### src/rtl/addsub_pkg.sv
package addsub_pkg;
  localparam int GROUP_BITS = 4;

  // Strobes the mode decode hands to the datapath
  typedef struct packed {
    logic invertB;
    logic carryIn;
  } addStrobes_t;
endpackage

### src/rtl/addsub_ctrl.sv
module addsub_ctrl
  import addsub_pkg::*;
(
  input  logic        subMode,
  output addStrobes_t strobes
);
  // Subtraction is A + ~B + 1: both strobes follow the mode bit
  always_comb begin
    strobes.invertB = subMode;
    strobes.carryIn = subMode;
  end
endmodule

### src/rtl/cla_group.sv
module cla_group
  import addsub_pkg::*;
#(
  parameter bit IS_TOP = 1'b0
) (
  input  logic [GROUP_BITS-1:0] a,
  input  logic [GROUP_BITS-1:0] b,
  input  logic                  cIn,
  output logic [GROUP_BITS-1:0] sum,
  output logic                  cOut,
  output logic                  signOvf
);
  logic [GROUP_BITS-1:0] p;
  logic [GROUP_BITS-1:0] g;
  logic [GROUP_BITS-1:0] c;

  assign p = a ^ b;
  assign g = a & b;

  // Every carry is a flat sum of products in terms of cIn only
  always_comb begin
    c[0] = cIn;
    c[1] = g[0] | (p[0] & cIn);
    c[2] = g[1] | (p[1] & g[0]) | (p[1] & p[0] & cIn);
    c[3] = g[2] | (p[2] & g[1]) | (p[2] & p[1] & g[0])
         | (p[2] & p[1] & p[0] & cIn);
    cOut = g[3] | (p[3] & g[2]) | (p[3] & p[2] & g[1])
         | (p[3] & p[2] & p[1] & g[0])
         | (p[3] & p[2] & p[1] & p[0] & cIn);
  end

  assign sum = p ^ c;

  // Only the slice holding the sign bit reports overflow
  generate
    if (IS_TOP) begin : g_topOvf
      assign signOvf = c[3] ^ cOut;
    end else begin : g_noOvf
      assign signOvf = 1'b0;
    end
  endgenerate
endmodule

### src/rtl/addsub_datapath.sv
module addsub_datapath
  import addsub_pkg::*;
#(
  parameter int WIDTH = 16
) (
  input  logic [WIDTH-1:0] opA,
  input  logic [WIDTH-1:0] opB,
  input  addStrobes_t      strobes,
  output logic [WIDTH-1:0] result,
  output logic             carryOut,
  output logic             overflow
);
  localparam int NUM_GROUPS = WIDTH / GROUP_BITS;

  logic [WIDTH-1:0]      bCond;
  logic [NUM_GROUPS:0]   groupCarry;
  logic [NUM_GROUPS-1:0] ovfVec;

  assign bCond         = opB ^ {WIDTH{strobes.invertB}};
  assign groupCarry[0] = strobes.carryIn;

  genvar gi;
  generate
    for (gi = 0; gi < NUM_GROUPS; gi++) begin : g_slice
      cla_group #(
        .IS_TOP(gi == NUM_GROUPS - 1)
      ) u_grp (
        .a      (opA[gi*GROUP_BITS +: GROUP_BITS]),
        .b      (bCond[gi*GROUP_BITS +: GROUP_BITS]),
        .cIn    (groupCarry[gi]),
        .sum    (result[gi*GROUP_BITS +: GROUP_BITS]),
        .cOut   (groupCarry[gi+1]),
        .signOvf(ovfVec[gi])
      );
    end
  endgenerate

  assign carryOut = groupCarry[NUM_GROUPS];
  assign overflow = |ovfVec;
endmodule

### src/rtl/addsub_cla.sv
module addsub_cla
  import addsub_pkg::*;
#(
  parameter int WIDTH = 16
) (
  input  logic [WIDTH-1:0] opA,
  input  logic [WIDTH-1:0] opB,
  input  logic             subMode,
  output logic [WIDTH-1:0] result,
  output logic             carryOut,
  output logic             overflow
);
  addStrobes_t strobes;

  addsub_ctrl u_ctrl (
    .subMode(subMode),
    .strobes(strobes)
  );

  addsub_datapath #(
    .WIDTH(WIDTH)
  ) u_dp (
    .opA     (opA),
    .opB     (opB),
    .strobes (strobes),
    .result  (result),
    .carryOut(carryOut),
    .overflow(overflow)
  );
endmodule

### config.mk
export PLATFORM = sky130hd
export DESIGN_NAME = addsub_cla
export DESIGN_NICKNAME = d
export VERILOG_FILES = /design/src/rtl/addsub_pkg.sv /design/src/rtl/addsub_ctrl.sv /design/src/rtl/cla_group.sv /design/src/rtl/addsub_datapath.sv /design/src/rtl/addsub_cla.sv
export SDC_FILE = /design/constraint.sdc
export NUM_CORES = 1
export LEC_CHECK = 0
export BUFFER_PORTS_ARGS = -buffer_cell sky130_fd_sc_hd__clkbuf_2
export CAP_MARGIN = 10
export CORE_ASPECT_RATIO = 0.7
export CORE_MARGIN = 2
export CORE_UTILIZATION = 42
export DETAILED_ROUTE_END_ITERATION = 12
export PLACE_DENSITY = 0.78
export SYNTH_ARGS = -nofsm -noshare
export SYNTH_HDL_FRONTEND = slang
export SYNTH_SLANG_ARGS = --single-unit
### constraint.sdc
create_clock -name vclk -period 2.66
set_input_delay 0.133 -clock vclk [all_inputs]
set_output_delay 0.133 -clock vclk [all_outputs]
set_load 0.02 [all_outputs]
# ---- Yosys cells after proc, flatten, opt, wreduce, memory -nomap -nowiden
# Index checks and enable logic that the tools add are counted.
dict set report op_classes {
  addsub 0
  mul 0
  div_mod_pow 0
  magnitude_cmp 0
  n_eq_ne 0
  shifts 0
  muxes 0
  n_bitwise 118
  reduce_logical 0
}
# operator n
set ops {}
lappend ops {{AND 1 bit} 64}
lappend ops {{bitwise OR 1 bit} 40}
lappend ops {{bitwise XOR 4 bit} 8}
lappend ops {{AND 4 bit} 4}
lappend ops {{bitwise XOR 16 bit} 1}
lappend ops {{bitwise XOR 1 bit} 1}
dict set report totals {
  register_bits 0
  latchBits 0
  ram_bits 0
  rom_bits 0
  output_inout_bits 18
  elab_cells 118
  mem_count 0
}

# ---- Depth between registers and ports, before layout
dict set report logic_depth {
  depth_word 14
  mapped_depth 12
}

# ---- Modules after synthesis
# Synthesis repeated with hierarchy kept, for this count alone.
dict set report unflattened {
  hier_cells 86
  hier_area_um2 787.0
}
# mod n_inst cells_per_inst area_each_um2 seq_area_each_um2
set modules_own_cells {}
lappend modules_own_cells {{cla_group (u_dp.g_slice[1].u_grp ...)} 2 15 143.9 0.0}
lappend modules_own_cells {addsub_datapath 1 19 170.2 0.0}
lappend modules_own_cells {{cla_group (u_dp.g_slice[0].u_grp)} 1 19 158.9 0.0}
lappend modules_own_cells {{cla_group (u_dp.g_slice[3].u_grp)} 1 16 155.1 0.0}
lappend modules_own_cells {addsub_ctrl 1 2 15.0 0.0}

# ---- Worst setup path after synthesis
# OpenSTA, ideal clock, no wires.
dict set report synth_timing {
  path_type {in2out}
  start {in subMode}
  end {out result[12]}
  t_arrival_ns 2.665
  slack_ns -0.138
  cell_stages 12
  cell_sequence {buf_4 -> buf_2 -> xor2_1 -> ha_1 -> a21o_1 -> a31o_2 -> a211o_1 -> o22ai_2 -> o21bai_2 -> a21oi_1 -> fa_1 -> inv_1}
}
dict set report synth_via {
  elab_chain_len 12
  word_cells_on_any_way 42
}
# element line
set synth_rtl {}
lappend synth_rtl {{start: declaration} addsub_cla.sv:8} ;# input logic subMode,
lappend synth_rtl {{bitwise XOR 16 bit} addsub_datapath.sv:19} ;# assign bCond = opB ^ {WIDTH{strobes.invertB}};
lappend synth_rtl {{bitwise XOR 4 bit / AND 4 bit (equally long branches)} {cla_group.sv:17, cla_group.sv:18}}
lappend synth_rtl {{AND 1 bit, on equally long branches} {cla_group.sv:27, cla_group.sv:28, cla_group.sv:29}}
lappend synth_rtl {{bitwise OR 1 bit, or another cell as far along (2 in a row)} cla_group.sv:27} ;# cOut = g[3] | (p[3] & g[2]) | (p[3] & p[2] & g[1])
lappend synth_rtl {{bitwise OR 1 bit / AND 1 bit (equally long branches)} {cla_group.sv:28, cla_group.sv:29}}
lappend synth_rtl {{bitwise OR 1 bit} cla_group.sv:29} ;# | (p[3] & p[2] & p[1] & p[0] & cIn);
lappend synth_rtl {{AND 1 bit} cla_group.sv:29}
lappend synth_rtl {{bitwise OR 1 bit} cla_group.sv:29}
lappend synth_rtl {{AND 1 bit} cla_group.sv:29}
lappend synth_rtl {{bitwise OR 1 bit} cla_group.sv:29}
lappend synth_rtl {{bitwise XOR 4 bit *} cla_group.sv:32} ;# assign sum = p ^ c;
lappend synth_rtl {{end: declaration} addsub_cla.sv:9} ;# output logic [WIDTH-1:0] result,
# Every way passes the cells marked *; elsewhere a longest branch is shown, timed or not.

# ---- Worst setup path in the final report
# Same ends and word-level chain as after synthesis.

==> metrics.md <==
| Metric | Value |
|---|---|
| Die area | `2456 um2` |
| Core Area | `1903 um2` |
| Worst Hold Class | `in -> out` |
| Nets | `226` |
| Vias per std cell | `4.974` |
| RSZ-0062 raised after global routing | `yes` |
| Switching share of power | `55.23%` |
| Final hold violation count | `0` |
| Max-Slew Margin vs Limit | `80.06%` |
| Hold_buf cts | `0` |
| Seq pwr share | `0%` |
| Footprint of the multi-input gates | `825.8 um2` |
| Yosys warns | `0` |
| Initial antenna violation count | `0` |
| Hold Startpoint | `opA[0]` |
| FF+latch count | `0` |
| Synth top area cells | `ha_1, xor2_1, xnor2_1` |
| Synth top area share | `23.02%` |
| Initial Util | `45.69%` |
| GRT Total Usage | `16.83%` |
| Int Pwr | `246.2 uW` |
| Total Power | `549.8 uW` |
| Sequential cell area | `0 um2` |
| Share of post-route cells with drive strength above 1 | `46.51%` |
| WL/cell | `11.56 um` |
| WHS Endpoint | `result[1]` |
| Pwr dens | `413.4 nW/um2` |
| Setup_tns | `0 ns` |
| Kind of critical path | `in -> out` |
| Max_cap viols | `0` |
| Cell depth of the worst hold path | `4` |
| Via count | `965` |
| N_diodes | `0` |
| LEAKAGE | `0.0007785 uW` |
| Tcrit/Tclk final | `96.53%` |
| Most frequent cells in the layout | `clkbuf_2, xor2_1, buf_4, ha_1, inv_1` |
| I/O pin count | `51` |
| Largest net degree at the start of global routing | `10` |
| # rows | `13` |
| CP startpoint kind | `input pin` |
| Clock buffers | `0` |
| CP required | `2.53 ns` |
| Routability cong. | `0.7811` |
| Worst EP arrival | `2.43 ns` |
| Pins Over Slew Limit | `0` |
| Design area | `1330 um2` |
| Mapped Nets | `158` |
| Outcome | `complete, no violations` |
| Die Ht | `42.07 um` |
| Synthesized instance count | `106` |
| Peak VDD IR | `263.9 uV` |
| DP HPWL | `1961 um` |
| Global-route wire length before repair | `3498 um` |
| Final min period | `2.568 ns` |
| Width of the die | `58.39 um` |
| Setup ws final | `0.09235 ns` |
| DR pass1 iterations | `3` |
| Commonest non-fill, non-tap cell in the layout | `clkbuf_2` |
| Maximum fanout along the worst path | `5` |
| Synth unique cells | `27` |
| Comb pwr share | `100.0%` |
| Leading area contributor after synthesis | `ha_1` |
| Tightest Pin Transition | `0.2982 ns` |
| Vias in the first global route | `908` |
| Routed wire length | `2242 um` |
| Fmax | `0.3895 GHz` |
| # fillers | `163` |
| Final setup fails | `0` |
| Area Growth Syn to Fin | `52.95%` |
| Place WS | `-0.08736 ns` |
| CP Capture Type | `output pin` |
| Drt drc | `0` |
| I/O Buffers | `51` |
| Sequential share of the synthesized area | `0%` |
| Synthesized area per cell | `8.204 um2` |
| Cell area after synthesis | `869.6 um2` |
| Starting DRT DRC Count | `11` |
| Switch Pwr | `303.6 uW` |
| Total congestion overflow | `0` |
| Dpl cell area | `1226 um2` |
| Routed Antenna Nets | `0` |
| Clk pwr share | `0%` |
==> per-stage QoR <==
step	hold WS [ns]	cells	util, %
6_report	0.7184	194	69.89
5_1_grt	0.7442	194	69.89
4_1_cts	0.7209	189	65.61
3_5_place_dp	0.7157	188	64.43
3_3_place_gp	0.7086	188	64.43
2_1_floorplan	0.5380	106	-
==> critical path, stage by stage <==
cell,delay (ns)
buf_12,0.11
xor2_1,0.16
ha_1,0.32
a21o_1,0.17
a31o_4,0.21
a211o_1,0.30
o22ai_2,0.16
o21bai_2,0.09
a21oi_2,0.16
fa_2,0.46
inv_2,0.06
buf_6,0.10
==> logic make-up (layout without fill, tap and decap cells) <==
kind of cell / count (synthesis) / count (layout) / share of synthesized area [%]
xor gates and xnor gates: 29 / 29 / 29.21
buffers and inverters: 16 / 82 / 7.482
muxes: 1 / 1 / 1.151
adders and majority gates: 19 / 19 / 29.93
AOI/OAI and AO/OA: 23 / 23 / 21.44
and+or+nand+nor: 18 / 18 / 10.79
==> routing by layer <==
| layer | GRT usage (%) | routed length [um] | share of wire (%) |
|---|---|---|---|
| met5 | 0 | 0 | 0 |
| met4 | 0 | 0 | 0 |
| met3 | 0.6173 | 117 | 5.2 |
| met2 | 34.16 | 1213 | 54 |
| met1 | 20.22 | 911 | 41 |
==> synthesized netlist by cell type, drive strengths merged <==
library cell and instances:
xnor2 9, nor2b 3, nand2 3, ha 16
xor2 20, o21ai 2, a21o 5, a21oi 6
fa 3, a31o 1, buf 2, a211oi 1
nand3 2, nand4 1, nand4b 1, mux2i 1
a211o 2, o22ai 1, nor2 5, a31oi 2
o21bai 3, inv 14, and3 2, nand3b 1
==> how the worst max path moves through the flow <==
stage               cells past startpoint  slack [ns]     from         end
global placement                       12       -0.02  subMode  result[12]
finish                                 12        0.09  subMode  result[12]
CTS                                    12        0.03  subMode  result[12]
global route                           12      -0.004  subMode  result[12]
detailed placement                     12       -0.09  subMode  result[12]
floorplan                              12        0.01  subMode  result[13]
==> area by class of cell <==
cell class                 count  share of cell area, %
inverter                      14                  3.951
multi-input combinational     90                  62.09
timing repair buffer          68                  31.89
tap                           22                  2.070
==> timing repair <==
item / 4_1_cts / 5_1_grt
pin swaps: 4 / 16
endpoints found under the setup margin: 4 / 4
cloned: 0 / 1
setup buffers: 1 / 4
resized for setup: 4 / 10
==> power by group through the flow <==
stage | logic (uW) | clock network (uW) | registers, uW
after floorplan | 352 | 0 | 0
after global placement | 501 | 0 | 0
after detailed placement | 514 | 0 | 0
after CTS | 522 | 0 | 0
after global routing | 601 | 0 | 0
final | 550 | 0 | 0
Power figures use the tool's default switching activity.
